$ cat src/rtl/tmr_pkg.sv
package tmr_pkg;
    localparam int REG_W    = 16;
    localparam int FLAG_B   = 0;
    localparam int IE_B     = 1;
    localparam int CLR_B    = 2;
    localparam int MODE_LSB = 4;
    localparam int DIV_LSB  = 6;
    localparam int SRC_LSB  = 8;

    typedef enum logic [1:0] {
        MODE_HALT = 2'b00,
        MODE_UP   = 2'b01,
        MODE_FREE = 2'b10,
        MODE_UPDN = 2'b11
    } mode_e;

    typedef enum logic {
        DIR_RISE = 1'b0,
        DIR_FALL = 1'b1
    } dir_e;
endpackage

$ cat src/rtl/tmr_ctrl_reg.sv
module tmr_ctrl_reg
    import tmr_pkg::*;
#(
    parameter int SRC_W = 2,
    parameter int DIV_W = 2
) (
    input  logic             clk,
    input  logic             rst_n,
    input  logic             wr_en,
    input  logic [REG_W-1:0] wr_data,
    input  logic             hw_set,
    output logic [SRC_W-1:0] src_sel,
    output logic [DIV_W-1:0] div_sel,
    output mode_e            mode,
    output logic             irq_en,
    output logic             flag,
    output logic             clr_pulse,
    output logic             div_restart,
    output logic [REG_W-1:0] rd_data
);
    always_ff @(posedge clk) begin
        if (!rst_n) begin
            src_sel <= '0;
            div_sel <= '0;
            mode    <= MODE_HALT;
            irq_en  <= 1'b0;
            flag    <= 1'b0;
        end else begin
            if (wr_en) begin
                src_sel <= wr_data[SRC_LSB +: SRC_W];
                div_sel <= wr_data[DIV_LSB +: DIV_W];
                mode    <= mode_e'(wr_data[MODE_LSB +: 2]);
                irq_en  <= wr_data[IE_B];
            end
            if (hw_set)
                flag <= 1'b1;
            else if (wr_en)
                flag <= wr_data[FLAG_B];
        end
    end

    always_comb begin
        clr_pulse   = wr_en & wr_data[CLR_B];
        div_restart = wr_en && (wr_data[DIV_LSB +: DIV_W] != div_sel);
    end

    always_comb begin
        rd_data = '0;
        rd_data[SRC_LSB +: SRC_W] = src_sel;
        rd_data[DIV_LSB +: DIV_W] = div_sel;
        rd_data[MODE_LSB +: 2]    = mode;
        rd_data[IE_B]             = irq_en;
        rd_data[FLAG_B]           = flag;
    end
endmodule

$ cat src/rtl/tmr_prescaler.sv
module tmr_prescaler #(
    parameter int DIV_W = 2
) (
    input  logic             clk,
    input  logic             rst_n,
    input  logic             tick,
    input  logic             run,
    input  logic             restart,
    input  logic [DIV_W-1:0] div_sel,
    output logic             adv
);
    localparam int MAX_LOG = (1 << DIV_W) - 1;
    localparam int PCW     = (MAX_LOG < 1) ? 1 : MAX_LOG;

    logic [PCW-1:0] pcnt;
    logic [PCW-1:0] term;
    logic           at_term;

    always_comb begin
        term    = PCW'((1 << div_sel) - 1);
        at_term = (pcnt >= term);
        adv     = run & tick & ~restart & at_term;
    end

    always_ff @(posedge clk) begin
        if (!rst_n)
            pcnt <= '0;
        else if (restart)
            pcnt <= '0;
        else if (run && tick)
            pcnt <= at_term ? '0 : pcnt + 1'b1;
    end
endmodule

$ cat src/rtl/tmr_counter.sv
module tmr_counter
    import tmr_pkg::*;
#(
    parameter int CNT_W = 16
) (
    input  logic             clk,
    input  logic             rst_n,
    input  logic             clr,
    input  logic             adv,
    input  mode_e            mode,
    input  logic [CNT_W-1:0] period,
    output logic [CNT_W-1:0] count,
    output logic             wrap
);
    localparam logic [CNT_W-1:0] ALL_ONES = '1;
    localparam logic [CNT_W-1:0] ONE      = CNT_W'(1);

    dir_e             dir_q, dir_d;
    logic [CNT_W-1:0] cnt_d;

    // state register: direction and count
    always_ff @(posedge clk) begin
        if (!rst_n) begin
            dir_q <= DIR_RISE;
            count <= '0;
        end else begin
            dir_q <= dir_d;
            count <= cnt_d;
        end
    end

    // next state and turning-event output
    always_comb begin
        dir_d = dir_q;
        cnt_d = count;
        wrap  = 1'b0;
        if (clr) begin
            dir_d = DIR_RISE;
            cnt_d = '0;
        end else if (adv) begin
            unique case (mode)
                MODE_HALT: begin
                    cnt_d = count;
                end
                MODE_UP: begin
                    dir_d = DIR_RISE;
                    if (count >= period) begin
                        cnt_d = '0;
                        wrap  = 1'b1;
                    end else begin
                        cnt_d = count + ONE;
                    end
                end
                MODE_FREE: begin
                    dir_d = DIR_RISE;
                    cnt_d = count + ONE;
                    wrap  = (count == ALL_ONES);
                end
                MODE_UPDN: begin
                    unique case (dir_q)
                        DIR_RISE: begin
                            if (count < period) begin
                                cnt_d = count + ONE;
                            end else if (count == '0) begin
                                wrap = 1'b1;
                            end else begin
                                cnt_d = count - ONE;
                                if (count == ONE)
                                    wrap = 1'b1;
                                else
                                    dir_d = DIR_FALL;
                            end
                        end
                        DIR_FALL: begin
                            if (count <= ONE) begin
                                cnt_d = '0;
                                wrap  = 1'b1;
                                dir_d = DIR_RISE;
                            end else begin
                                cnt_d = count - ONE;
                            end
                        end
                        default: dir_d = DIR_RISE;
                    endcase
                end
                default: cnt_d = count;
            endcase
        end
    end
endmodule

$ cat src/rtl/mm_timer16.sv
module mm_timer16
    import tmr_pkg::*;
#(
    parameter int CNT_W = 16,
    parameter int NSRC  = 4,
    parameter int DIV_W = 2
) (
    input  logic             clk,
    input  logic             rst_n,
    input  logic             wr_en,
    input  logic [REG_W-1:0] wr_data,
    output logic [REG_W-1:0] ctrl_rd,
    input  logic [NSRC-1:0]  tick_in,
    input  logic [CNT_W-1:0] period,
    output logic [CNT_W-1:0] count,
    output logic             irq
);
    localparam int SRC_W = (NSRC > 1) ? $clog2(NSRC) : 1;

    logic [SRC_W-1:0] src_sel;
    logic [DIV_W-1:0] div_sel;
    mode_e            mode;
    logic             irq_en, flag, clr_pulse, div_restart;
    logic             tick, run, adv, wrap;

    tmr_ctrl_reg #(.SRC_W(SRC_W), .DIV_W(DIV_W)) u_ctrl (
        .clk(clk), .rst_n(rst_n), .wr_en(wr_en), .wr_data(wr_data),
        .hw_set(wrap), .src_sel(src_sel), .div_sel(div_sel), .mode(mode),
        .irq_en(irq_en), .flag(flag), .clr_pulse(clr_pulse),
        .div_restart(div_restart), .rd_data(ctrl_rd)
    );

    always_comb begin
        tick = tick_in[src_sel];
        run  = (mode != MODE_HALT);
        irq  = flag & irq_en;
    end

    tmr_prescaler #(.DIV_W(DIV_W)) u_pre (
        .clk(clk), .rst_n(rst_n), .tick(tick), .run(run),
        .restart(clr_pulse | div_restart), .div_sel(div_sel), .adv(adv)
    );

    tmr_counter #(.CNT_W(CNT_W)) u_cnt (
        .clk(clk), .rst_n(rst_n), .clr(clr_pulse), .adv(adv), .mode(mode),
        .period(period), .count(count), .wrap(wrap)
    );
endmodule

$ cat config.mk
export PLATFORM = sky130hd
export DESIGN_NAME = mm_timer16
export DESIGN_NICKNAME = d
export VERILOG_FILES = /design/src/rtl/tmr_pkg.sv /design/src/rtl/tmr_ctrl_reg.sv /design/src/rtl/tmr_prescaler.sv /design/src/rtl/tmr_counter.sv /design/src/rtl/mm_timer16.sv
export SDC_FILE = /design/constraint.sdc
export NUM_CORES = 1
export LEC_CHECK = 0
export BUFFER_PORTS_ARGS = -buffer_cell sky130_fd_sc_hd__buf_2
export CORE_MARGIN = 2
export CORE_UTILIZATION = 35
export CTS_CLUSTER_DIAMETER = 200
export CTS_CLUSTER_SIZE = 24
export DETAILED_ROUTE_END_ITERATION = 8
export PLACE_DENSITY_LB_ADDON = 0.15
export SLEW_MARGIN = 40
export SYNTH_ARGS = -nofsm -noshare
export SYNTH_HDL_FRONTEND = slang
export SYNTH_SLANG_ARGS = --single-unit
$ cat constraint.sdc
create_clock -name clk -period 2.8 [get_ports clk]
set_input_delay 0.14 -clock clk [delete_from_list [all_inputs] [get_ports clk]]
set_output_delay 0.14 -clock clk [all_outputs]
set_load 0.03 [all_outputs]
==> run metrics, run 1 <==
outcome=finished, final reports clean; Cells after DPL=just under 500; Netlist cell types=between 70 and 80; CTS root buffer=clkbuf_8; layout cells sized above 1=between 20% and 30%; Antenna diodes=0; worst-margin pin slew=0.704 ns; DRT antenna net count=0; Area contributors post-synth=dfxtp_1 21%, ha_1 11%, a21oi_1 5.3%, nand2_1 3.6%, mux2i_1 3.3%; vias in the first global route=between 2000 and 2500; GRT Total Usage=roughly 17%; WL/cell=14.6 um; Top delay family on crit path=compound AO/OA/AOI/OAI gates; Post-synth top cells=29 x a21oi_1, 28 x dfxtp_1, 26 x nand2_1; Remaining DRCs=0; TritonRoute pass-1 iters=5; Die Y-Extent=~90 um; Setup Skew=between 0.006 and 0.007 ns; post-DR vias/cell=5.34; Rel. slew slack=~52%; most common cell in the netlist=a21oi_1; adder-cell share of the synthesized area=between 10 and 15%; non-filler cells, final=499; gr ovfl total=0; clock sink count=28; Hold Violations, Final=0; ys async rst share=0%; Synth Area in XOR/XNOR=under 10%; RD Place Congestion=0.849; Worst Setup Start Kind=flip-flop; Leakage=~0.0015 uW; CTS clk-pin slew, worst paths=0.11 ns; Yosys warnings=0; Post-Syn Area=approximately 2700 um2; worst path bufs/invs=0; most area-hungry cell type in the Yosys netlist=dfxtp_1; hold_buf cts=0; Fmax=about 380 MHz; Max-Cap Viols=0; Core ar.=roughly 7600 um2; # setup viols final=0; Seq/Total Area, Yosys=between 20% and 30%; Post-Synth Simple-Gate Area=a little under a quarter; Pwr Density=approximately 290 nW/um2; largest family of logic cells by synthesized area=compound AO/OA/AOI/OAI gates; RSZ-0062 raised after global routing=no; cells after synthesis=between 300 and 400; via count=2667; VDD IR max=175 uV; clk_lat worst skew=roughly 0.28 ns; top cell type's share of synthesized area=20.6%; Initial Util=35.6%; Crit-path slowest cell=dfxtp_1; clock buffer depth=2; cell breakdown of the critical path=or2_2 -> ha_1 -> nand2b_1 -> a21o_1 -> a21o_1 -> and3b_2 -> o21a_1 -> o211a_1 -> a2111oi_4; total wire length=roughly 7.3 mm; crit-path max FO=8; Period minus WS final=around 2.6 ns; post-CTS sizing=0; Setup TNS Final=0 ns; Post-Syn Area per Cell=just over 8 um2; CTS tree=done; postcts setup bufs=0; Nets=between 400 and 500; Fill cells=between 800 and 900; TritonCTS Buffers=3; Initial DRC Count=203; slowest stage delay, CP=roughly 0.38 ns; Util after Layout=between 40% and 50%; critical path class=flip-flop to flip-flop; Max H-tree Level=1; I/O Buffers=56; critical path data arrival time=roughly 2.8 ns; site row count=32; DIE WIDTH=92.2 um; Most used DFF post-synth=dfxtp_1; die area=between 8000 and 9000 um2; dpl hpwl=5.53 mm; Seq cells post-synth=28; Top cell by count, worst path=a21o_1; EDFF count, synth=0; Ports=72; post-synthesis mux area share=under 10%; CP required=2.98 ns; Period Utilization, post-route=92.9%; compound-cell area share of the yosys netlist=a little over a quarter; initial antenna violation count=0; CP endpoint kind=flip-flop; area grow syn2layout=19.4%; Pins Over Slew Limit=0; path type of the worst min-delay path=input port to flip-flop; largest net degree at the start of global routing=17; first-pass GRT wire length=between 10 and 15 mm
==> worst min-delay path: stages <==
cell,delay (ns)
buf_2,0.07
mux2i_1,0.06
nor2b_1,0.09
==> through the flow <==
stage               hold slack [ns]  worst slack (ns)  total power [uW]  area, um2
CTS                           0.100             0.150               957       3250
finish                        0.110             0.199               940       3250
global placement              0.401             0.175               613       3180
floorplan                     0.310             0.219               569       2750
detailed placement            0.408             0.188               615       3180
global route                  0.106            0.0381               993       3250
==> logic make-up after synthesis <==
family                   count (synthesis)
buffers and inverters                   50
flip-flops                              28
AO/OA/AOI/OAI                           94
XOR/XNOR                                11
multiplexers                            11
adder cells (fa/ha/maj)                 24
other                                    1
AND/OR/NAND/NOR                        111
==> power by group <==
part,switching (uW),internal [uW]
clock network,143,192
logic,117,71.6
registers,10.1,406
==> cell type report <==
| type | count | area (um2) | share of cell area [%] |
|---|---|---|---|
| well taps | 102 | 128 | 3.92 |
| inverters | 22 | 82.6 | 2.54 |
| clock buffers | 3 | 41.3 | 1.27 |
| repair buffers | 84 | 490 | 15.1 |
| flip-flops and latches | 28 | 561 | 17.2 |
| multi-input cells | 259 | 1920 | 59.1 |
| clock inverters | 1 | 30.0 | 0.923 |
==> final timing paths <==
| path | start | endpoint | slack, ns | cells after the start |
|---|---|---|---|---|
| max | u_ctrl.div_sel[1]$_SDFFE_PN0P_ | u_cnt.count[7]$_SDFFE_PP0P_ | 0.20 | 9 |
| min | wr_data[8] | u_ctrl.src_sel[0]$_SDFFE_PN0P_ | 0.11 | 3 |
| max reg2reg | u_ctrl.div_sel[1]$_SDFFE_PN0P_ | u_cnt.count[7]$_SDFFE_PP0P_ | 0.20 | 9 |
| min reg2reg | u_pre.pcnt[2]$_SDFFE_PP0P_ | u_pre.pcnt[2]$_SDFFE_PP0P_ | 0.50 | 2 |
==> routing by layer <==
| metal | wire [um] | vias to the layer above | GRT usage [%] |
|---|---|---|---|
| met4 | 96 | 0 | 4.48 |
| met3 | 358 | 8 | 2.47 |
| met2 | 3450 | 85 | 29.5 |
| met1 | 3370 | 1239 | 22.9 |
| li1 | - | 1335 | - |
| met5 | 0 | - | 0 |
==> flip-flops by register name, summed over array words and instances (netlist names) <==
register        count
u_ctrl.flag         1
u_ctrl.div_sel      2
u_cnt.dir_q         1
u_cnt.count        16
u_ctrl.irq_en       1
u_ctrl.mode         2
u_pre.pcnt          3
u_ctrl.src_sel      2
==> cell usage in the layout (no fill, tap or decap), types with 4 or more instances in the layout <==
cell | Yosys | layout
o21ai_0 | 8 | 8
nand4_1 | 6 | 6
buf_2 | 8 | 56
xor2_1 | 4 | 4
ha_1 | 24 | 24
nand2_1 | 26 | 26
o22ai_1 | 8 | 8
nor2_1 | 17 | 17
conb_1 | 1 | 8
nor3_1 | 12 | 12
dfxtp_1 | 28 | 28
a21oi_1 | 29 | 29
nand3_1 | 9 | 9
mux2i_1 | 9 | 9
inv_1 | 22 | 22
nor2b_1 | 8 | 8
buf_4 | 11 | 28
xnor2_1 | 7 | 7
and3_1 | 5 | 5
Note: power is estimated with default switching activity, not from simulation.
==> run 2: changes to the inputs <==
--- a/config.mk
+++ b/config.mk
@@ -6,6 +6,8 @@
 export NUM_CORES = 1
 export LEC_CHECK = 0
 export BUFFER_PORTS_ARGS = -buffer_cell sky130_fd_sc_hd__buf_2
+export CELL_PAD_IN_SITES_DETAIL_PLACEMENT = 0
+export CELL_PAD_IN_SITES_GLOBAL_PLACEMENT = 1
 export CORE_MARGIN = 2
 export CORE_UTILIZATION = 35
 export CTS_CLUSTER_DIAMETER = 200
==> run metrics, run 2 (synthesis results as in run 1) <==
outcome=finished, final reports clean; RD Place Congestion=0.848 (-0.21%); R2R Path End=u_cnt.count[4]$_SDFFE_PP0P_; Setup Skew=0.00548 ns (-0.000633 ns); CP required=2.99 ns (about the same); TritonCTS Buffers=3 (unchanged); Leakage=0.00149 uW (-0.66%); R2R Path Start=u_cnt.count[7]$_SDFFE_PP0P_; Antenna diodes=0 (unchanged); clk_lat worst skew=0.29 ns (about the same); Max H-tree Level=1 (unchanged); VDD IR max=241 uV (+38%); post-DR vias/cell=5.21 (-2.5%); Seq. cell area=561 um2 (unchanged); GRT Total Usage=18.7% (+1.4 points); clock buffer depth=2 (unchanged); Max-Cap Viols=0 (unchanged); Initial DRC Count=159 (-22%); dpl hpwl=5.93 mm (+7.3%); sequential power share=46.9% (+2.6 points); Period minus WS final=2.64 ns (+0.0424 ns); Pwr Density=274 nW/um2 (-5.2%); WL/cell=15.1 um (+3.8%); Hold Path End=u_ctrl.mode[0]$_SDFFE_PN0P_; vias in the first global route=2565 (+3.4%); Period Utilization, post-route=94.4% (+1.5 points); worst-margin pin slew=0.705 ns (+0.00129 ns); clock sink count=28 (unchanged); Fmax=378 MHz (-1.6%); gr ovfl total=0 (unchanged); Worst Setup Start Kind=flip-flop; critical path class=flip-flop to flip-flop; reg2reg path depth=8 (-1); Nets=460 (-0.22%); site row count=32 (unchanged); switch share=31.4% (+2.7 points); postcts setup bufs=0 (unchanged); RSZ-0062 raised after global routing=no; Remaining DRCs=0 (unchanged); critical path data arrival time=2.83 ns (+0.05 ns); Pins Over Slew Limit=0 (unchanged); die area=8510 um2 (unchanged); CTS clk-pin slew, worst paths=0.11 ns (about the same); commonest non-fill, non-tap cell in the layout=buf_2; crit-path max FO=7 (-1); Initial Util=35.6% (unchanged); max FFs per register=16 (unchanged); Largest Register=u_cnt.count; post-CTS sizing=0 (unchanged); Util after Layout=42.2% (-0.31 points); Hold Path Stages=3 (unchanged); Pint=607 uW (-9.4%); DRT antenna net count=0 (unchanged); area taken by multi-input logic gates=1920 um2 (unchanged); via count=2595 (-2.7%); total wire length=7.53 mm (+3.6%); CTS tree=done; largest net degree at the start of global routing=16 (-1); # setup viols final=0 (unchanged); combinational share of power=21.8% (+1.7 points); path type of the worst min-delay path=input port to flip-flop; commonest cells after routing, fill and taps aside=56 x buf_2, 29 x a21oi_1, 28 x dfxtp_1; DIE WIDTH=92.2 um (unchanged); CTS root buffer=clkbuf_8; Hold Violations, Final=0 (unchanged); Ports=72 (unchanged); clock share of power=31.3% (-4.3 points); hold_buf cts=0 (unchanged); Setup TNS Final=0 ns (unchanged); layout cells sized above 1=28.8% (-0.18 points); Fill cells=821 (+0.86%); TritonRoute pass-1 iters=4 (-1); Core ar.=7650 um2 (unchanged); Sw Pwr=278 uW (+2.8%); Rel. slew slack=52.4% (-0.087 points); min-delay src=wr_data[4]; flop2flop setup slack=0.16 ns (-0.04 ns); I/O Buffers=56 (unchanged); initial antenna violation count=0 (unchanged); Die Y-Extent=92.2 um (unchanged); biggest regs=u_cnt.count (16), u_pre.pcnt (3); first-pass GRT wire length=12.8 mm (+7.5%); CP endpoint kind=flip-flop; area grow syn2layout=18.5%
[run 2: cell types whose count changed in the layout (fill, tap and decap cells not counted), sizes merged]
cell    change
bufinv      -1
buf         -1
clkbuf      +1
[run 2: worst max path at each step]
stage	start	endpoint	slack [ns]	cells after the start
floorplan	u_cnt.count[1]$_SDFFE_PP0P_	u_cnt.count[7]$_SDFFE_PP0P_	0.22	8
global placement	u_cnt.count[7]$_SDFFE_PP0P_	u_cnt.count[4]$_SDFFE_PP0P_	0.19	8
detailed placement	u_cnt.count[7]$_SDFFE_PP0P_	u_cnt.count[4]$_SDFFE_PP0P_	0.20	8
CTS	u_cnt.count[7]$_SDFFE_PP0P_	u_cnt.count[4]$_SDFFE_PP0P_	0.17	8
global route	u_cnt.count[11]$_SDFFE_PP0P_	u_cnt.count[15]$_SDFFE_PP0P_	0.0006	8
finish	u_cnt.count[7]$_SDFFE_PP0P_	u_cnt.count[4]$_SDFFE_PP0P_	0.16	8
[run 2: cell type report]
type                    instances  area share [%]
multi-input cells             259            59.5
flip-flops and latches         28            17.4
repair buffers                 83            14.9
well taps                     102            3.95
inverters                      22            2.56
clock buffers                   4            1.70
[run 2: metrics by stage]
step	power, uW	std cells	setup WS (ns)	cell area [um2]	hold WS (ns)
global placement	617	494	0.191	3180	0.397
detailed placement	617	494	0.197	3180	0.406
CTS	897	498	0.168	3230	0.0993
floorplan	569	337	0.219	2750	0.310
finish	884	498	0.156	3230	0.103
global route	933	498	0.000633	3230	0.114
[run 2: power groups by stage]
stage                     registers, uW  logic (uW)  clock network, uW
after floorplan                     436         133                  0
after global placement              423         194                  0
after detailed placement            424         194                  0
after CTS                           415         195                287
after global routing                416         216                301
final                               414         193                277
[run 2: metal layers]
layer | part of all wire [%] | track usage [%]
met5 | 0 | 0
met4 | 2.8 | 7.59
met3 | 4.0 | 1.56
met2 | 45 | 30.8
met1 | 49 | 25.2
[run 2: worst max-delay path, cell delays in order (launching register included)]
cell and delay, ns:
dfxtp_1 0.36, ha_1 0.32, a21oi_1 0.13, o21ai_0 0.14, o2bb2ai_2 0.22, nor3_4 0.41
o21a_1 0.47, o221ai_1 0.21, a32o_1 0.29
